[config.mk]
export PLATFORM = sky130hd
export DESIGN_NAME = go_handshake
export DESIGN_NICKNAME = d
export VERILOG_FILES = /design/src/rtl/go_hs_pkg.sv /design/src/rtl/go_hs_sampler.sv /design/src/rtl/go_hs_driver.sv /design/src/rtl/go_handshake.sv
export SDC_FILE = /design/constraint.sdc
export NUM_CORES = 1
export LEC_CHECK = 0
export CORE_AREA = 2 2 39 41
export CTS_CLUSTER_SIZE = 28
export DETAILED_ROUTE_END_ITERATION = 8
export DIE_AREA = 0 0 41 43
export HOLD_SLACK_MARGIN = 0.15
export PLACE_DENSITY_LB_ADDON = 0.3
export REMOVE_ABC_BUFFERS = 1
export SLEW_MARGIN = 0
export SYNTH_ARGS = -nofsm -noshare
export SYNTH_HDL_FRONTEND = slang
export SYNTH_SLANG_ARGS = --single-unit
[constraint.sdc]
create_clock -name clk -period 0.93 [get_ports clk]
set_input_delay 0.186 -clock clk [delete_from_list [all_inputs] [get_ports clk]]
set_output_delay 0.186 -clock clk [all_outputs]
set_load 0.005 [all_outputs]
[src/rtl/go_hs_pkg.sv]
package go_hs_pkg;

    typedef enum logic {
        HS_FOLLOWER = 1'b0,
        HS_LEADER   = 1'b1
    } hs_mode_e;

    typedef struct packed {
        logic waiting;
        logic strobe;
    } hs_sample_t;

    function automatic logic hs_may_fire(hs_mode_e mode, logic req,
                                         logic armed, logic busy);
        return (mode == HS_LEADER) && req && armed && !busy;
    endfunction

endpackage

[src/rtl/go_hs_sampler.sv]
module go_hs_sampler
    import go_hs_pkg::*;
(
    input  logic clk,
    input  logic rst,
    input  logic in_ready,
    input  logic go_in,
    output logic armed,
    output logic capture
);

    hs_sample_t st_q;

    // a sampling edge: readiness announced now, or an earlier wait still open
    assign armed = in_ready | st_q.waiting;

    always_ff @(posedge clk) begin
        if (rst) begin
            st_q <= '0;
        end else begin
            st_q.strobe  <= armed & go_in;
            st_q.waiting <= armed & ~go_in;
        end
    end

    assign capture = st_q.strobe;

    AST_CAPTURE_NEEDS_GO: assert property (@(posedge clk) disable iff (rst)
        capture |-> $past(go_in));

    AST_NO_CAPTURE_UNARMED: assert property (@(posedge clk) disable iff (rst)
        (!$past(in_ready) && !$past(st_q.waiting)) |-> !capture);

endmodule

[src/rtl/go_hs_driver.sv]
module go_hs_driver
    import go_hs_pkg::*;
(
    input  logic     clk,
    input  logic     rst,
    input  hs_mode_e mode,
    input  logic     host_wr,
    input  logic     armed,
    output logic     go_drv,
    output logic     go_oe
);

    logic pending_q;
    logic drv_q;
    logic oe_q;
    logic req;
    logic fire;

    assign req  = host_wr | pending_q;
    assign fire = hs_may_fire(mode, req, armed, drv_q);

    always_ff @(posedge clk) begin
        if (rst) begin
            pending_q <= 1'b0;
            drv_q     <= 1'b0;
            oe_q      <= 1'b0;
        end else begin
            pending_q <= (mode == HS_LEADER) & req & ~fire;
            drv_q     <= fire;
            oe_q      <= oe_q | fire;
        end
    end

    assign go_drv = drv_q;
    assign go_oe  = oe_q;

    AST_GO_SINGLE_CYCLE: assert property (@(posedge clk) disable iff (rst)
        go_drv |=> !go_drv);

    AST_GO_NEEDS_REQUEST: assert property (@(posedge clk) disable iff (rst)
        $rose(go_drv) |-> $past(host_wr | pending_q));

    AST_OE_STICKY: assert property (@(posedge clk) disable iff (rst)
        go_oe |=> go_oe);

endmodule

[src/rtl/go_handshake.sv]
module go_handshake
    import go_hs_pkg::*;
(
    input  logic clk,
    input  logic rst,
    input  logic mode_master,
    input  logic in_ready,
    input  logic host_wr,
    input  logic go_in,
    output logic capture,
    output logic go_drv,
    output logic go_oe
);

    hs_mode_e mode;
    logic     armed;

    assign mode = hs_mode_e'(mode_master);

    go_hs_sampler u_sampler (
        .clk      (clk),
        .rst      (rst),
        .in_ready (in_ready),
        .go_in    (go_in),
        .armed    (armed),
        .capture  (capture)
    );

    go_hs_driver u_driver (
        .clk     (clk),
        .rst     (rst),
        .mode    (mode),
        .host_wr (host_wr),
        .armed   (armed),
        .go_drv  (go_drv),
        .go_oe   (go_oe)
    );

    AST_FOLLOWER_NO_DRIVE: assert property (@(posedge clk) disable iff (rst)
        !mode_master |-> (!go_oe && !go_drv));

endmodule

==> metrics, run 1 <==
routed via count 159; smallest hold slack 0.4702 ns; clock latency of the later-clocked register in the worst-skew pair 0.24 ns; worst-case clock skew 0.003769 ns; routability cong. 0.6333; fraction of the mapped netlist area in adder cells 0%; final routed wire length divided by cell count 8.977 um; maximum buffer depth of the clock tree 2; final slew viol count 0; Num CTS Buffers 3; part of the power in registers 42.6%; startpoint class of the critical path input port; sequential share of the synthesized area 56.34%; Synth Register Bits 5; ANT cells 0; Final Core Density 21.61%; crit path max-delay cell type clkdlybuf4s50_1; total DRC errors in the routed layout 0; Total Nets Final 35; GR Overflow Total 0; Area Growth Syn to Fin 68.31%; area of the core 1384 sq um; HPWL after detailed placement 266.7 um; series of cell instances along the critical path clkdlybuf4s50_1 -> nand2b_4 -> o32ai_2; YS warnings 0; via count of the first global-routing pass 152; crit path max fanout 3; count of H-tree levels built during CTS 1; die area 1763 sq um; final design area excluding fillers 299.0 sq um; simple-gate share of the synthesized area 26.06%; total setup violations reported at the end of the flow 0; number of iterations in the first detailed-routing pass 2; share of post-route cells with drive strength above 1 42.86%; wire length of the first global-routing pass 545 um; kind of capture point of the worst setup path register; Slew HR 85.73%; power per standard cell area 1815 nW/um^2; worst min path class reg -> reg; fraction of synthesized area in multiplexers 0%; number of failing hold endpoints at the final stage 0; Post-CTS Repair Setup Buffers 0; count of unique library cells instantiated by Yosys 8; largest vdd supply drop 0.6407 mV; number of hold buffers added after cts 0; maximum number of pins on one net before global-route repair 4; Clk pin slew, worst setup/hold paths 0.04 ns; power share of the combinational group 11.9%; vertical die dimension 43 um; number of clock sinks 5; Post-CTS Resized 13; post-route ant nets 0; ports placed on the boundary 9; power spent charging and discharging nets 113.8 uW; total detailed-routing wirelength 395 um; required time worst endpoint 1.07 ns; outcome finished, final reports clean; compound-cell area share of the yosys netlist 15.49%; final setup TNS 0 ns; area share of xor/xnor cells in the synthesized design 0%; highest clock rate 1108 MHz; main combinational cell family by area after synthesis simple AND/OR/NAND/NOR gates; number of maximum-capacitance violations 0; Switching Fraction 20.97%; initial antenna violation count 0; per-instance average area after synthesis 11.84 sq um; final worst path period need 0.9027 ns; Leakage Power 0.1244 nW; clock root buffer clkbuf_4; number of port buffers 8; Placed Area 285.3 sq um; clock tree from TritonCTS yes; relative contribution of the clock network to total power 45.5%; Max stage delay on crit path 0.44 ns; post-synthesis instance area 177.7 sq um; DRC violation total after the first TritonRoute iteration 4; count of mapped cells out of synthesis 15; crit path DAT 1.05 ns; part of the cycle the worst path needs 97.06%; Slew @ Worst Pin 0.2133 ns; detail-routed via count per cell 3.614; die boundary width 41 um; row count 14; Worst Path Class, Setup in -> reg; RSZ-0062 raised after global routing no; all-layer global routing usage 5.829%; starting density of the core 12.84%; internal portion of total power 428.9 uW
==> critical path: cells and delay by family <==
family,cells,cell delay (ns)
AND/OR/NAND/NOR,1,0.17
AO/OA/AOI/OAI,1,0.25
buffers and inverters,1,0.44
==> final cells by class <==
type / count / area (sq um)
multi-input cells: 9 / 73.82
inverters: 1 / 3.754
clock buffers: 4 / 26.28
repair buffers: 9 / 72.57
fillers: 152 / 1085
well taps: 16 / 20.02
flip-flops and latches: 5 / 102.6
==> power by group through the flow <==
stage	sequential [mW]	combinational, mW	clock, mW
floorplan	0.234	0.0252	0
global placement	0.233	0.0695	0
detailed placement	0.234	0.0711	0
CTS	0.231	0.0655	0.259
global route	0.232	0.0697	0.281
finish	0.231	0.0645	0.247
==> state kept, by name, summed over array words and instances (netlist names) <==
register	count
u_driver.pending_q	1
u_sampler.capture	1
u_driver.go_oe	1
u_driver.go_drv	1
u_sampler.st_q	1
==> synthesized netlist by cell type <==
library cell  number  area [sq um]
inv_1              1         3.750
o32ai_2            1         16.27
o21bai_2           1         11.26
nor3_1             2         10.01
nor2_1             2         7.510
dfxtp_1            5         100.1
nor3b_1            2         15.01
nand2b_4           1         13.76
==> final timing paths <==
| kind | startpoint | endpoint | slack [ns] | cells past startpoint |
|---|---|---|---|---|
| hold reg to reg | u_driver.go_oe | u_driver.go_oe | 0.47 | 2 |
| setup reg to reg | u_driver.go_drv | u_driver.go_oe | 0.12 | 2 |
| hold / removal | u_driver.go_oe | u_driver.go_oe | 0.47 | 2 |
| setup / recovery | rst | u_driver.go_oe | 0.03 | 3 |
==> logic make-up (layout without fill, tap and decap cells) <==
group,after synthesis,in the layout
buffers and inverters,1,14
and+or+nand+nor,7,7
DFF,5,5
AOI/OAI and AO/OA,2,2
==> layout by cell type, fill, tap and decap left out <==
cell type,instances
buf_2,3
buf_4,1
clkbuf_1,1
clkbuf_4,3
clkdlybuf4s50_1,5
dfxtp_1,3
dfxtp_2,2
inv_1,1
nand2b_4,1
nor2_1,2
nor3_1,2
nor3b_1,2
o21bai_2,1
o32ai_2,1
==> metal layers <==
layer / track usage, % / share of wire (%) / vias to the layer above
li1: - / - / 78
met1: 4.516 / 46 / 68
met2: 6.250 / 34 / 11
met3: 7.853 / 18 / 2
met4: 6.000 / 1.8 / 0
met5: 0 / 0 / -
==> metrics by stage <==
stage / setup slack [ns] / total power [mW] / cells
global placement: -0.1592 / 0.3029 / 40
finish: 0.02732 / 0.5427 / 44
floorplan: 0.1789 / 0.2592 / 15
detailed placement: -0.1986 / 0.3047 / 40
CTS: 0.02886 / 0.5552 / 44
global route: 0.01883 / 0.5820 / 44
Power figures use the tool's default switching activity.
==> inputs of run 2 (changes only) <==
Settings changed: CAP_MARGIN set to 10, CTS_CLUSTER_SIZE 28 to 16.
==> results of run 2 <==
No change in the layout: final DEF, timing and power equal those of run 1.
==> inputs of run 3 (changes only) <==
Settings changed: ABC_CLOCK_PERIOD_IN_PS set to 930.
==> results of run 3 <==
No change in the layout: final DEF, timing and power equal those of run 1.
